<file path="config.mk">
export PLATFORM = sky130hd
export DESIGN_NAME = pfail_sequencer
export DESIGN_NICKNAME = d
export VERILOG_FILES = /design/src/rtl/pfail_pkg.sv /design/src/rtl/pfail_datapath.sv /design/src/rtl/pfail_control.sv /design/src/rtl/pfail_sequencer.sv
export SDC_FILE = /design/constraint.sdc
export NUM_CORES = 1
export LEC_CHECK = 0
export BUFFER_PORTS_ARGS = -buffer_cell sky130_fd_sc_hd__buf_2
export CAP_MARGIN = 40
export CELL_PAD_IN_SITES_DETAIL_PLACEMENT = 0
export CELL_PAD_IN_SITES_GLOBAL_PLACEMENT = 1
export CORE_AREA = 2 2 81 83
export DETAILED_ROUTE_END_ITERATION = 7
export DIE_AREA = 0 0 83 85
export GPL_ROUTABILITY_DRIVEN = 0
export PLACE_DENSITY = 0.84
export SETUP_SLACK_MARGIN = 0.1
export SLEW_MARGIN = 25
export SYNTH_ARGS = -nofsm -noshare
export SYNTH_HDL_FRONTEND = slang
export SYNTH_SLANG_ARGS = --single-unit
export TNS_END_PERCENT = 1
</file>
<file path="constraint.sdc">
create_clock -name clk -period 1.7 [get_ports clk]
set_input_delay 0.085 -clock clk [delete_from_list [all_inputs] [get_ports clk]]
set_output_delay 0.085 -clock clk [all_outputs]
set_load 0.005 [all_outputs]
</file>
<file path="src/rtl/pfail_pkg.sv">
package pfail_pkg;

  typedef enum logic [2:0] {
    ST_NORMAL = 3'd0,
    ST_WARN   = 3'd1,
    ST_RESET  = 3'd2,
    ST_BATT   = 3'd3,
    ST_STAB   = 3'd4
  } pfState_e;

  typedef struct packed {
    logic intSet;
    logic intClr;
    logic stabRun;
  } pfStrobe_t;

  localparam logic [7:0] PF_VECTOR = 8'h2B;
  localparam int NUM_LEVELS = 3;

endpackage

</file>
<file path="src/rtl/pfail_datapath.sv">
module pfail_datapath
  import pfail_pkg::*;
#(
  parameter int DEB_W       = 8,
  parameter int STAB_CYCLES = 16
) (
  input  logic                  clk,
  input  logic                  rstN,
  input  logic [NUM_LEVELS-1:0] rawLevel,
  input  logic [DEB_W-1:0]      debounceLen,
  input  logic                  intAck,
  input  pfStrobe_t             strobe,
  output logic [NUM_LEVELS-1:0] filtLevel,
  output logic                  stabDone,
  output logic                  intReq
);

  localparam int STAB_W = (STAB_CYCLES > 1) ? $clog2(STAB_CYCLES) : 1;
  localparam logic [STAB_W-1:0] STAB_LAST = STAB_W'(STAB_CYCLES - 1);

  for (genvar i = 0; i < NUM_LEVELS; i++) begin : g_chan
    logic meta, syncd;
    logic [DEB_W-1:0] debCnt;

    always_ff @(posedge clk or negedge rstN) begin
      if (!rstN) begin
        meta         <= 1'b0;
        syncd        <= 1'b0;
        debCnt       <= '0;
        filtLevel[i] <= 1'b0;
      end else begin
        meta  <= rawLevel[i];
        syncd <= meta;
        if (syncd == filtLevel[i]) begin
          debCnt <= '0;
        end else if (debCnt >= debounceLen) begin
          filtLevel[i] <= syncd;
          debCnt       <= '0;
        end else begin
          debCnt <= debCnt + 1'b1;
        end
      end
    end
  end

  logic [STAB_W-1:0] stabCnt;

  always_ff @(posedge clk or negedge rstN) begin
    if (!rstN) begin
      stabCnt <= '0;
    end else if (!strobe.stabRun) begin
      stabCnt <= '0;
    end else if (stabCnt != STAB_LAST) begin
      stabCnt <= stabCnt + 1'b1;
    end
  end

  assign stabDone = strobe.stabRun && (stabCnt == STAB_LAST);

  always_ff @(posedge clk or negedge rstN) begin
    if (!rstN) begin
      intReq <= 1'b0;
    end else if (strobe.intSet) begin
      intReq <= 1'b1;
    end else if (strobe.intClr || intAck) begin
      intReq <= 1'b0;
    end
  end

endmodule

</file>
<file path="src/rtl/pfail_control.sv">
module pfail_control
  import pfail_pkg::*;
(
  input  logic                  clk,
  input  logic                  rstN,
  input  logic [NUM_LEVELS-1:0] filtLevel,
  input  logic                  stabDone,
  input  logic                  warnIntEn,
  output pfStrobe_t             strobe,
  output logic                  holdReset,
  output logic                  selBattery
);

  // filtLevel bit 0 = below warning, bit 1 = below minimum, bit 2 = below battery
  logic [1:0] depth;
  always_comb begin
    if (filtLevel[2])      depth = 2'd3;
    else if (filtLevel[1]) depth = 2'd2;
    else if (filtLevel[0]) depth = 2'd1;
    else                   depth = 2'd0;
  end

  pfState_e state, nextState;

  always_comb begin
    nextState = state;
    unique case (state)
      ST_NORMAL: if (depth >= 2'd2) nextState = ST_RESET;
                 else if (depth == 2'd1) nextState = ST_WARN;
      ST_WARN:   if (depth >= 2'd2) nextState = ST_RESET;
                 else if (depth == 2'd0) nextState = ST_NORMAL;
      ST_RESET:  if (depth == 2'd3) nextState = ST_BATT;
                 else if (depth == 2'd1) nextState = ST_WARN;
                 else if (depth == 2'd0) nextState = ST_NORMAL;
      ST_BATT:   if (depth != 2'd3) nextState = ST_STAB;
      ST_STAB:   if (depth == 2'd3) nextState = ST_BATT;
                 else if (stabDone) begin
                   if (depth == 2'd2)      nextState = ST_RESET;
                   else if (depth == 2'd1) nextState = ST_WARN;
                   else                    nextState = ST_NORMAL;
                 end
      default:   nextState = ST_RESET;
    endcase
  end

  always_ff @(posedge clk or negedge rstN) begin
    if (!rstN) state <= ST_NORMAL;
    else       state <= nextState;
  end

  assign holdReset  = (state == ST_RESET) || (state == ST_BATT) || (state == ST_STAB);
  assign selBattery = (state == ST_BATT);

  always_comb begin
    strobe.intSet  = (state == ST_NORMAL) && (nextState == ST_WARN) && warnIntEn;
    strobe.intClr  = holdReset;
    strobe.stabRun = (state == ST_STAB);
  end

endmodule

</file>
<file path="src/rtl/pfail_sequencer.sv">
module pfail_sequencer
  import pfail_pkg::*;
#(
  parameter int DEB_W       = 8,
  parameter int STAB_CYCLES = 16,
  parameter int NUM_CE      = 4
) (
  input  logic              clk,
  input  logic              rstN,
  input  logic              belowWarnRaw,
  input  logic              belowMinRaw,
  input  logic              belowBatRaw,
  input  logic              warnIntEn,
  input  logic              intAck,
  input  logic [DEB_W-1:0]  debounceLen,
  input  logic [NUM_CE-1:0] ceReqN,
  input  logic              rwReqN,
  output logic              intReq,
  output logic [7:0]        intVector,
  output logic              cpuResetHold,
  output logic              busDisable,
  output logic              onBattery,
  output logic [NUM_CE-1:0] ceOutN,
  output logic              rwOutN
);

  pfStrobe_t             strobe;
  logic [NUM_LEVELS-1:0] filtLevel;
  logic                  stabDone;
  logic                  holdReset;

  pfail_datapath #(.DEB_W(DEB_W), .STAB_CYCLES(STAB_CYCLES)) u_dp (
    .clk        (clk),
    .rstN       (rstN),
    .rawLevel   ({belowBatRaw, belowMinRaw, belowWarnRaw}),
    .debounceLen(debounceLen),
    .intAck     (intAck),
    .strobe     (strobe),
    .filtLevel  (filtLevel),
    .stabDone   (stabDone),
    .intReq     (intReq)
  );

  pfail_control u_ctl (
    .clk       (clk),
    .rstN      (rstN),
    .filtLevel (filtLevel),
    .stabDone  (stabDone),
    .warnIntEn (warnIntEn),
    .strobe    (strobe),
    .holdReset (holdReset),
    .selBattery(onBattery)
  );

  assign cpuResetHold = holdReset;
  assign busDisable   = holdReset;
  assign ceOutN       = busDisable ? '1 : ceReqN;
  assign rwOutN       = busDisable | rwReqN;
  assign intVector    = intReq ? PF_VECTOR : 8'h00;

endmodule

</file>
Yosys cells after proc, flatten, opt, wreduce, memory -nomap -nowiden. Index checks and enable logic that the tools add are counted.

Add/subtract/negate cells: 4. Magnitude comparators: 4. Eq/ne operators: 15. Mux-type cells: 27. Bitwise operators: 4. Reduce and logical (&&, ||, !) cells: 12.

Operators with widths (number): 8-bit 2-to-1 mux (6); 3-bit 2-to-1 mux (10); 8-bit by 1-bit adder with 8-bit output, second input constant (3); 8-bit >= comparator (3); 3-bit one-hot mux with 5 select lines (1); 4-bit 2-to-1 mux (3); 3-bit by 1-bit equality test with 1-bit output, second input constant (2); 3-bit by 2-bit equality test with 1-bit output, second input constant (2); 6-bit 2-to-1 mux (1); 2-bit AND reduction (3); 4-bit by 1-bit adder with 4-bit output, second input constant (1); 2-bit equality test, second input constant (2); 4-bit equality test, second input constant (1); 1-bit 2-to-1 mux (4); 2-bit 2-to-1 mux (2); 2-bit != test, second input constant (2); 4-bit != test, second input constant (1); 1-bit equality test (3); 3-bit equality test, second input constant (1); 1-bit logical AND (3); 3-bit logical NOT (1); 1-bit logical OR (3); 1-bit NOT (3); 2-bit by 1-bit equality test with 1-bit output, second input constant (1); 4 further kinds (4).

Bits in registers: 41. Bits of input ports: 20. Word-level logic and storage cells: 81.

Logic depth before layout (Yosys ltp). Gate-level depths: netlist of run 1.

Depth in word-level cells: 13. Depth in mapped cells: 6. Gate-level depth less buffers: 6.

Modules after synthesis. Synthesis of run 1 repeated with hierarchy kept, for this count alone.

Cells, all modules: 243. Area total of the unflattened synthesis: 2466.1 µm².

By module, submodules not included: pfail_datapath (instances 1, cells each 203, area an instance 2150.8 µm², sequential area each 950.9 µm²); pfail_control (instances 1, cells each 25, area an instance 212.7 µm², sequential area each 75.1 µm²); pfail_sequencer (instances 1, cells each 15, area an instance 102.6 µm², sequential area each 0.0 µm²).

Worst setup path before layout of run 1. OpenSTA, ideal clock, no wires.

Kind: register to register. From: reg u_dp.g_chan[1].debCnt[2]. To: reg u_dp.filtLevel[1]. Data arrival time: 1562 ps. Data required time: 1572 ps. Setup slack: 11 ps. Cell stages (with the launch flop): 6. Buffers on the path: 0. Period minus slack after synthesis: 1689 ps. Cells stage by stage: dfrtp_1 -> ha_1 -> a211o_1 -> a31oi_2 -> o21ai_1 -> mux2_1.

Word-level cells in the longest chain between the ends: 2.

Ends and longest elaborated chain: start: declaration (RTL line pfail_datapath.sv:23) `logic [DEB_W-1:0] debCnt;`; start signal: assignment (RTL line pfail_datapath.sv:40) `debCnt <= debCnt + 1'b1;`; 8-bit >= comparator (RTL line pfail_datapath.sv:36) `end else if (debCnt >= debounceLen) begin`; 2-bit AND reduction (no source line); end signal: indexed assignment (RTL line pfail_datapath.sv:37) `filtLevel[i] <= syncd;`; end: declaration (RTL line pfail_datapath.sv:13) `output logic [NUM_LEVELS-1:0] filtLevel,`.

Every way passes these cells. A chain may end at the register's enable or synchronous reset.

Worst setup path in the final report of run 1.
From: reg u_dp.g_chan[2].debCnt[5]. To: reg u_dp.filtLevel[2].

Word-level cells in the longest chain between the ends: 2.

Ends and longest elaborated chain (RTL line): start: declaration (pfail_datapath.sv:23); start signal: assignment (pfail_datapath.sv:40); 8-bit >= comparator (pfail_datapath.sv:36); 2-bit AND reduction (no source line).

Every way passes these cells.

==> reports/results.tsv, run 1 <==
stage	metric	value	unit
run_status	status	finished clean	
global_routing	wire length of the first global-routing pass	8300	um
drt	wire length reported by the detailed router	5010	um
run	Max Cap Violations	0	
timing	number of max-slew violations in the final report	0	
layout	combined area of the multi-input logic cells	0.00153	mm2
floorplanning	Die ar.	0.00706	mm2
drt	average detailed-routed wire length per instance	13.4	um
drt	count of unresolved DRC violations after routing	0	
clock_tree	CTS Root Buffer Type	sky130_fd_sc_hd__clkbuf_8	
worst_setup_path	required time at the endpoint of the critical path	1.88	ns
synthesis	synthesized-area fraction occupied by adder cells	0.145	
floorplanning	core outline area	0.00620	mm2
global_routing	met1 usage in global routing	0.188	
global_routing	gr usage total	0.145	
pwr	total design power	3.50	mW
drt	vias after detailed routing	1847	
synthesis	most area-consuming cells after synthesis	sky130_fd_sc_hd__dfrtp_1, sky130_fd_sc_hd__ha_1, sky130_fd_sc_hd__xor2_1, sky130_fd_sc_hd__nor2_1, sky130_fd_sc_hd__nand3_1	
timing	setup repair after global routing missed its margin	true	
synthesis	number of library cell types mapped by synthesis	36	
floorplanning	chip height	85	um
synthesis	most common cell in the synthesized netlist	sky130_fd_sc_hd__dfrtp_1	
global_routing	global route hottest layer	met2	
synthesis	combinational family with the most area after synthesis	simple AND/OR/NAND/NOR gates	
synthesis	most numerous cell types in the synthesized netlist	sky130_fd_sc_hd__dfrtp_1, sky130_fd_sc_hd__nor2_1, sky130_fd_sc_hd__ha_1	
layout	count of placed standard cells in the final layout, fillers left out	373	
pwr	leakage power total	1.65	nW
global_routing	M3 GR Usage	0.0302	
drt	First-pass DRT Iterations	4	
clock_tree	number of sinks driven by the clock tree	41	
floorplanning	boundary pin count	37	
synthesis	cells after synthesis	233	
worst_setup_path	type of element launching the critical path	flop	
layout	utilization after layout	0.526	
timing	period utilisation layout	0.991	
synthesis	fraction of the yosys area taken by sequential cells	0.425	
global_routing	antenna violations before repair	0	
layout	number of antenna cells inserted	0	
synthesis	warning count from the yosys run	0	
synthesis	share of the synthesized area in the top cell type	0.425	
place	cell count after placement	355	
global_routing	maximum number of pins on one net before global-route repair	25	
worst_setup_path	Worst Path Max Fanout	2	
synthesis	number of enable-type register cells in the synthesized netlist	0	
timing	final critical path time including I/O delays and setup	1.69	ns
pwr	IR drop worst, VDD	0.676	mV
worst_setup_path	critical path class	flop to flop	
synthesis	area leader, netlist	sky130_fd_sc_hd__dfrtp_1	
timing	count of final setup violators	0	
place	Port-buffer cells	32	
worst_setup_path	signal arrival time at the worst endpoint	1.87	ns
layout	Filler Cells Inserted	538	
synthesis	post-synthesis compound-gate area fraction	0.114	
synthesis	asr flop ratio synth	1.00	
drt	via density per instance	4.95	
synthesis	leading register cell type out of synthesis	sky130_fd_sc_hd__dfrtp_1	
synthesis	mux share of post-synthesis cell area	0.0254	
timing	maximum clock skew at final layout	0.00507	ns
clock_tree	H-tree lvl count	2	
floorplanning	Die W	83	um
global_routing	met2 Usage GRT	0.245	
clock_tree	clock-pin slew reported for the worst setup and hold paths after clock tree synthesis	0.08	ns
timing	Highest Clock Rate	0.593	GHz
hold_path	Tightest Hold Check Type	input port to flop	
clock_tree	clock tree from TritonCTS	done	
drt	DRC violation total after the first TritonRoute iteration	67	
clock_tree	number of buffers added by the clock tree synthesis step	5	
timing	final hold violations	0	
drt	Post-DRT Antenna Nets	0	
synthesis	post-synthesis share of cell area spent on and, or, nand and nor gates	0.155	
floorplanning	row count	29	
floorplanning	starting density of the core	0.389	
clock_tree	Max Buffers Root-to-Sink	2	
layout	fin nets	343	
synthesis	xor-xnor portion of the synthesized cell area	0.0798	
synthesis	mean instance size in the synthesized netlist	10.4	um2
global_routing	GR Overflow Total	0	
clock_tree	clock latency reported for the late side of the worst-skew pair	0.29	ns
pwr	power density over cell area	1070	mW/mm2
layout	area occupied by registers	0.00103	mm2
layout	layout cells sized above 1	0.351	
worst_setup_path	type of destination of the critical path	flop	
place	final HPWL from detailed placement	3480	um
layout	area growth from synthesis to layout	35.0	%
synthesis	Syn Std Cell Area	0.00242	mm2
synthesis	register bit total from synthesis	41	
global_routing	via count of the first global-routing pass	1762	
-- kinds of logic (layout without fill, tap and decap cells) --
group / count (synthesis) / after routing
xor+xnor: 22 / 22
mux: 5 / 5
fa+ha+maj: 28 / 28
flops: 41 / 41
buf+inv: 26 / 86
other cells: 1 / 4
simple gates: 78 / 78
compound gates: 32 / 32
-- cell type report --
cell class,instances,share of cell area
Multi-Input combinational cell,169,0.470
Sequential cell,41,0.315
Timing Repair Buffer,63,0.127
Tap cell,77,0.0295
Clock buffer,5,0.0211
Clock inverter,3,0.0199
Inverter,15,0.0173
-- cells in the final DEF (no fill, tap or decap), drive strengths merged, types with 2 or more instances in the layout --
master       Yosys  final
nand3b           2      2
nand2            5      5
nor3             3      3
a21oi            2      2
xor2            17     17
xnor2            5      5
clkbuf           1      5
buf             10     59
mux2             3      3
inv             15     15
a221oi           3      3
a21o             7      7
o21bai           2      2
ha              28     28
dfrtp           41     41
nor2            32     32
and2             2      2
a31oi            6      6
mux2i            2      2
dlygate4sd3      0      4
o211ai           3      3
nand3           16     16
nand2b           9      9
and3             8      8
bufinv           0      2
o21ai            3      3
conb             1      4
-- per-stage QoR --
step	hold WS [ns]	setup slack [ns]	setup TNS, ns	instance area (um2)
after floorplan	-0.211	0.0511	0	2450
after global placement	0.0533	0.0149	0	2800
after detailed placement	0.0534	-0.0146	-0.0213	2800
after CTS	0.0491	-0.00356	-0.00356	3090
after global routing	0.0611	-0.0348	-0.0773	3260
final	0.0504	0.0150	0	3260
-- worst paths after layout --
kind	from	to	slack, ns	cells past startpoint
worst max-delay path	u_dp.g_chan[2].debCnt[5]$_DFF_PN0_	u_dp.filtLevel[2]$_DFFE_PN0P_	0.01	5
worst min-delay path	intAck	u_dp.intReq$_DFFE_PN0P_	0.05	3
worst max register to register	u_dp.g_chan[2].debCnt[5]$_DFF_PN0_	u_dp.filtLevel[2]$_DFFE_PN0P_	0.01	5
worst min register to register	u_dp.g_chan[0].meta$_DFF_PN0_	u_dp.g_chan[0].syncd$_DFF_PN0_	0.35	0
max in group asynchronous	rstN	u_dp.g_chan[2].debCnt[5]$_DFF_PN0_	0.97	3
min in group asynchronous	rstN	u_dp.intReq$_DFFE_PN0P_	0.26	2
-- what timing repair did --
| action | CTS | global route |
|---|---|---|
| hold buffers | 4 | 0 |
| setup buffers | 2 | 4 |
| hold endpoints to repair | 20 | 0 |
| gates resized for setup | 14 | 19 |
| pin swaps | 13 | 21 |
| setup endpoints to repair | 34 | 34 |
-- per-layer routing --
layer  part of all wire  vias up  routed length, um
met5                  0        -                  0
met4              0.012        0                 59
met3              0.042        8                210
met2               0.48       40               2400
met1               0.47      879               2340
li1                   -      920                  -
-- sequential cells by signal (all words and copies together) (netlist names) --
register            count
u_dp.g_chan.syncd       3
u_ctl.state             3
u_dp.stabCnt            4
u_dp.filtLevel          3
u_dp.g_chan.debCnt     24
u_dp.intReq             1
u_dp.g_chan.meta        3
-- where the power goes --
| part | switching [mW] | internal [mW] |
|---|---|---|
| clock | 0.345 | 0.583 |
| sequential | 0.181 | 1.13 |
| combinational | 0.641 | 0.626 |
| total | 1.17 | 2.34 |
-- critical path, cell delays in order (launching register included) --
cell and delay [ns]:
sky130_fd_sc_hd__dfrtp_1 0.42, sky130_fd_sc_hd__ha_1 0.30, sky130_fd_sc_hd__and3_4 0.17, sky130_fd_sc_hd__a221oi_4 0.27, sky130_fd_sc_hd__o21ai_2 0.11, sky130_fd_sc_hd__mux2_4 0.30
No activity file was read; power rests on OpenSTA's default activity.
==> inputs of run 2 (changes only) <==
- CTS_BUF_LIST: unset -> sky130_fd_sc_hd__clkbuf_16
==> reports/results.tsv, run 2 (synthesized netlist as in run 1, its figures left out) <==
stage	metric	value	unit	change
run_status	status	finished clean		
pwr	IR drop worst, VDD	0.756	mV	+12%
worst_setup_path	critical path class	flop to flop		
global_routing	via count of the first global-routing pass	1748		-0.79%
drt	vias after detailed routing	1864		+0.92%
layout	max FFs per register	24		unchanged
clock_tree	clock-pin slew reported for the worst setup and hold paths after clock tree synthesis	0.06	ns	-0.02 ns
place	worst setup timing slack at the placement stage	-0.0146	ns	unchanged
timing	final critical path time including I/O delays and setup	1.67	ns	-0.0127 ns
run	Max Cap Violations	0		unchanged
drt	via density per instance	4.98		+0.65%
layout	area growth from synthesis to layout	35.5	%	
floorplanning	starting density of the core	0.389		unchanged
timing	number of max-slew violations in the final report	0		unchanged
drt	DRC violation total after the first TritonRoute iteration	104		+55%
drt	count of unresolved DRC violations after routing	0		unchanged
pwr	power density over cell area	1140	mW/mm2	+6.0%
global_routing	gr usage total	0.143		-0.00160
worst_setup_path	signal arrival time at the worst endpoint	1.84	ns	-0.03 ns
pwr	leakage power total	1.68	nW	+1.4%
timing	Highest Clock Rate	0.598	GHz	+0.76%
global_routing	wire length of the first global-routing pass	8190	um	-1.3%
drt	First-pass DRT Iterations	4		unchanged
layout	commonest cells after routing, fill and taps aside	sky130_fd_sc_hd__dfrtp_1, sky130_fd_sc_hd__nor2_1, sky130_fd_sc_hd__buf_2, sky130_fd_sc_hd__buf_4, sky130_fd_sc_hd__ha_1		
layout	fin nets	344		+0.29%
layout	most frequent standard cell in the layout excluding fill and tap cells	sky130_fd_sc_hd__dfrtp_1		
worst_setup_path	type of element launching the critical path	flop		
timing	period utilisation layout	0.984		-0.00750
clock_tree	number of buffers added by the clock tree synthesis step	5		unchanged
floorplanning	core outline area	0.00620	mm2	unchanged
layout	Filler Cells Inserted	544		+1.1%
floorplanning	boundary pin count	37		unchanged
clock_tree	number of sinks driven by the clock tree	41		unchanged
global_routing	maximum number of pins on one net before global-route repair	25		unchanged
floorplanning	chip height	85	um	unchanged
timing	setup repair after global routing missed its margin	true		
worst_setup_path	required time at the endpoint of the critical path	1.87	ns	about the same
timing	maximum clock skew at final layout	0.00515	ns	+0.0000759 ns
drt	Post-DRT Antenna Nets	0		unchanged
hold_path	Tightest Hold Check Type	input port to flop		
layout	number of antenna cells inserted	0		unchanged
place	Port-buffer cells	32		unchanged
worst_setup_path	type of destination of the critical path	flop		
layout	largest registers	u_dp.g_chan.debCnt x24, u_dp.stabCnt x4		
timing	slack of the critical path	0.0277	ns	+0.0127 ns
global_routing	antenna violations before repair	0		unchanged
worst_setup_path	Worst Path Max Fanout	2		unchanged
floorplanning	row count	29		unchanged
floorplanning	Die ar.	0.00706	mm2	unchanged
clock_tree	clock latency reported for the late side of the worst-skew pair	0.28	ns	about the same
place	final HPWL from detailed placement	3480	um	unchanged
floorplanning	Die W	83	um	unchanged
clock_tree	clock tree from TritonCTS	done		
timing	count of final setup violators	0		unchanged
clock_tree	Max Buffers Root-to-Sink	2		unchanged
global_routing	GR Overflow Total	0		unchanged
timing	final hold violations	0		unchanged
drt	wire length reported by the detailed router	5040	um	+0.48%
layout	utilization after layout	0.528		+0.00182
layout	largest reg by FF count	u_dp.g_chan.debCnt		
clock_tree	CTS Root Buffer Type	sky130_fd_sc_hd__clkbuf_16		
drt	average detailed-routed wire length per instance	13.5	um	+0.21%
layout	layout cells sized above 1	0.327		-0.0248
clock_tree	H-tree lvl count	2		unchanged
[run 2: cell types whose count changed in the layout (fill, tap and decap cells not counted), sizes merged]
cell / delta
buf: +1
[run 2: path summary, 6_finish.rpt]
kind | from | end | slack (ns) | cells past startpoint
min in group asynchronous | rstN | u_dp.intReq$_DFFE_PN0P_ | 0.27 | 2
max in group asynchronous | rstN | u_dp.g_chan[2].debCnt[5]$_DFF_PN0_ | 0.95 | 3
hold reg to reg | u_dp.g_chan[0].meta$_DFF_PN0_ | u_dp.g_chan[0].syncd$_DFF_PN0_ | 0.35 | 0
setup / recovery | u_dp.g_chan[2].debCnt[7]$_DFF_PN0_ | u_dp.filtLevel[2]$_DFFE_PN0P_ | 0.03 | 5
hold / removal | intAck | u_dp.intReq$_DFFE_PN0P_ | 0.06 | 3
setup reg to reg | u_dp.g_chan[2].debCnt[7]$_DFF_PN0_ | u_dp.filtLevel[2]$_DFFE_PN0P_ | 0.03 | 5
[run 2: where the power goes]
part / total, mW / internal, mW / switching [mW]
Combinational: 1.21 / 0.595 / 0.615
Sequential: 1.30 / 1.13 / 0.168
Clock: 1.22 / 0.838 / 0.380
[run 2: layout make-up]
class,count,area [um2],share of cell area
Clock inverter,3,65.1,0.0199
Sequential cell,41,1030,0.313
Tap cell,77,96.3,0.0294
Inverter,15,56.3,0.0172
Multi-Input combinational cell,169,1480,0.453
Clock buffer,5,125,0.0382
Timing Repair Buffer,64,423,0.129
[run 2: layer usage]
metal | routed length (um) | vias to the layer above | GRT usage
met3 | 249 | 10 | 0.0447
met2 | 2440 | 41 | 0.238
met4 | 87 | 0 | 0.0358
li1 | - | 917 | -
met1 | 2260 | 896 | 0.183
met5 | 0 | - | 0
[run 2: critical path, cell delays in order, from the launching register on]
cell and delay [ns]:
sky130_fd_sc_hd__dfrtp_1 0.41, sky130_fd_sc_hd__ha_4 0.28, sky130_fd_sc_hd__and3_4 0.20, sky130_fd_sc_hd__nand3_1 0.17, sky130_fd_sc_hd__o21ai_2 0.18, sky130_fd_sc_hd__mux2_4 0.31
[run 2: stage by stage]
stage	power [mW]	TNS [ns]	area [um2]	cells	hold slack (ns)
final	3.73	0	3270	374	0.0649
after global placement	2.35	0	2800	355	0.0533
after CTS	3.66	-0.0320	3080	368	0.0618
after detailed placement	2.37	-0.0213	2800	355	0.0534
after global routing	3.99	-0.103	3270	374	0.0774
after floorplan	2.00	0	2450	236	-0.211
[run 2: what timing repair did]
| item | CTS | global route |
|---|---|---|
| pin swaps | 17 | 9 |
| buffers inserted | 1 | 6 |
| hold buffers | 4 | 0 |
| gates resized for setup | 5 | 18 |
| endpoints found under the hold margin | 20 | 0 |
| setup endpoints to repair | 34 | 34 |
==> inputs of run 3 (changes only) <==
- CELL_PAD_IN_SITES_DETAIL_PLACEMENT: 0 -> 1
- CORE_AREA: 2 2 81 83 -> 2 2 90 75
- DIE_AREA: 0 0 83 85 -> 0 0 92 77
==> reports/results.tsv, run 3 (synthesized netlist as in run 1, its figures left out) <==
stage	metric	value	unit	change
run_status	status	complete, but fails checks		
run_status	failing checks	setup timing		
drt	via density per instance	5.12		+2.7%
worst_setup_path	worst setup path startpoint	u_dp.g_chan[2].debCnt[4]$_DFF_PN0_		
floorplanning	chip height	77	um	-9.4%
drt	vias after detailed routing	1940		+4.1%
worst_setup_path	endpoint of the worst register-to-register path	u_dp.g_chan[2].debCnt[7]$_DFF_PN0_		
worst_setup_path	type of destination of the critical path	flop		
worst_setup_path	setup slack of the most critical reg-to-reg path	-0.04	ns	-0.06 ns
layout	layout cells sized above 1	0.380		+0.0531
layout	area growth from synthesis to layout	36.5	%	
global_routing	gr usage total	0.199		+0.0556
drt	wire length reported by the detailed router	6880	um	+37%
worst_setup_path	r2r startpoint	u_dp.g_chan[2].debCnt[4]$_DFF_PN0_		
worst_setup_path	Worst Path Max Fanout	8		+6
layout	largest reg by FF count	u_dp.g_chan.debCnt		
worst_setup_path	type of element launching the critical path	flop		
layout	number of antenna cells inserted	0		unchanged
floorplanning	Die W	92	um	+11%
timing	Slew @ Worst Pin	0.546	ns	
worst_setup_path	Worst path max stage delay	0.43	ns	+0.02 ns
global_routing	wire length of the first global-routing pass	10800	um	+32%
floorplanning	row count	26		-10%
layout	commonest cells after routing, fill and taps aside	sky130_fd_sc_hd__dfrtp_1, sky130_fd_sc_hd__buf_2, sky130_fd_sc_hd__buf_4, sky130_fd_sc_hd__inv_1, sky130_fd_sc_hd__ha_1		
clock_tree	H-tree lvl count	2		unchanged
clock_tree	number of sinks driven by the clock tree	41		unchanged
timing	slack of the critical path	-0.0354	ns	-0.0631 ns
drt	DRC violation total after the first TritonRoute iteration	52		-50%
timing	period utilisation layout	1.02		+0.0371
worst_setup_path	cell with the largest stage delay on the worst path	sky130_fd_sc_hd__dfrtp_1		
worst_setup_path	reg2reg path depth	7		+2
clock_tree	clock-pin slew reported for the worst setup and hold paths after clock tree synthesis	0.06	ns	about the same
drt	count of unresolved DRC violations after routing	0		unchanged
worst_setup_path	Critical Path Sink	u_dp.g_chan[2].debCnt[7]$_DFF_PN0_		
clock_tree	Max Buffers Root-to-Sink	2		unchanged
drt	average detailed-routed wire length per instance	18.2	um	+35%
timing	number of max-slew violations in the final report	0		unchanged
layout	utilization after layout	0.534		+0.00608
drt	First-pass DRT Iterations	4		unchanged
worst_setup_path	worst path cell trace	ha_4 -> a21o_1 -> a221oi_2 -> buf_4 -> o211ai_4 -> buf_12 -> nor2_2		
timing	final hold violations	0		unchanged
floorplanning	starting density of the core	0.391		+0.00150
global_routing	antenna violations before repair	0		unchanged
global_routing	maximum number of pins on one net before global-route repair	23		-8.0%
floorplanning	Die ar.	0.00708	mm2	+0.41%
global_routing	GR Overflow Total	0		unchanged
run	Max Cap Violations	0		unchanged
layout	fin nets	342		-0.58%
clock_tree	CTS Root Buffer Type	sky130_fd_sc_hd__clkbuf_16		
timing	final critical path time including I/O delays and setup	1.74	ns	+0.0631 ns
pwr	IR drop worst, VDD	0.685	mV	-9.4%
timing	Slew HR	0.636		
place	Port-buffer cells	32		unchanged
pwr	power density over cell area	1120	mW/mm2	-1.5%
timing	count of final setup violators	10		+10
timing	Post-Route Setup TNS	-0.207	ns	-0.207 ns
pwr	leakage power total	1.66	nW	-1.3%
layout	largest registers	u_dp.g_chan.debCnt x24, u_dp.stabCnt x4		
drt	Post-DRT Antenna Nets	0		unchanged
floorplanning	boundary pin count	37		unchanged
layout	most frequent standard cell in the layout excluding fill and tap cells	sky130_fd_sc_hd__dfrtp_1		
global_routing	via count of the first global-routing pass	2127		+22%
worst_setup_path	signal arrival time at the worst endpoint	1.95	ns	+0.11 ns
clock_tree	clock tree from TritonCTS	done		
place	final HPWL from detailed placement	4580	um	+32%
timing	maximum clock skew at final layout	0.00314	ns	-0.00201 ns
worst_setup_path	critical path class	flop to flop		
hold_path	Tightest Hold Check Type	input port to flop		
clock_tree	number of buffers added by the clock tree synthesis step	5		unchanged
worst_setup_path	required time at the endpoint of the critical path	1.92	ns	+0.05 ns
timing	setup repair after global routing missed its margin	true		
floorplanning	core outline area	0.00618	mm2	-0.38%
clock_tree	clock latency reported for the late side of the worst-skew pair	0.28	ns	about the same
layout	max FFs per register	24		unchanged
timing	Highest Clock Rate	0.576	GHz	-3.6%
==> run 3: layout make-up <==
class                      count  area [um2]
clock buffer                   5         125
inverter                      15        56.3
tap                           84         105
multi-input combinational    169        1550
sequential                    41        1030
timing repair buffer          62         424
fill                         686        2880
clock inverter                 3        11.3
==> run 3: worst min path at each step <==
stage	startpoint	to	slack (ns)	depth (start not counted)
finish	intAck	u_dp.intReq$_DFFE_PN0P_	0.06	3
detailed placement	rstN	u_dp.g_chan[0].debCnt[3]$_DFF_PN0_	0.09	1
CTS	intAck	u_dp.intReq$_DFFE_PN0P_	0.05	3
global route	intAck	u_dp.intReq$_DFFE_PN0P_	0.08	3
floorplan	rstN	u_ctl.state[0]$_DFF_PN0_	-0.21	0
global placement	rstN	u_dp.g_chan[0].debCnt[2]$_DFF_PN0_	0.09	1
==> run 3: stage by stage <==
stage | hold WS (ns) | instance area (um2) | instances | setup slack [ns] | total power, mW
after floorplan | -0.211 | 2450 | 236 | 0.0511 | 2.00
after global placement | 0.0936 | 2820 | 363 | 0.0214 | 2.38
after detailed placement | 0.0917 | 2820 | 363 | -0.0961 | 2.48
after CTS | 0.0541 | 3170 | 377 | -0.0311 | 3.54
after global routing | 0.0844 | 3300 | 379 | -0.0817 | 3.93
final | 0.0562 | 3300 | 379 | -0.0354 | 3.70
==> run 3: per-layer routing <==
layer  up-vias  GRT usage  routed length [um]
met4         0     0.0552                 140
met1       978      0.230                2780
met2        32      0.362                3770
li1        918          -                   -
met3        12     0.0530                 191
met5         -          0                   0
==> run 3: timing repair <==
item,in CTS,in global routing
hold endpoints to repair,24,0
cloned,0,0
endpoints found under the setup margin,34,36
setup buffers,2,2
pin swaps,27,12
resized for setup,26,22
hold buffers,4,0
==> run 3: report_power, final <==
| group | leakage (nW) | internal (mW) | switching, mW |
|---|---|---|---|
| clock | 0.0776 | 0.528 | 0.370 |
| combinational | 1.03 | 0.699 | 0.786 |
| sequential | 0.547 | 1.13 | 0.184 |
| total | 1.66 | 2.36 | 1.34 |
==> run 3: critical path, delay by kind of cell (launching register included) <==
kind / cells / cell delay [ns]
AOI/OAI and AO/OA: 3 / 0.55
adders and majority gates: 1 / 0.26
buffers and inverters: 2 / 0.33
DFF: 1 / 0.43
and+or+nand+nor: 1 / 0.09
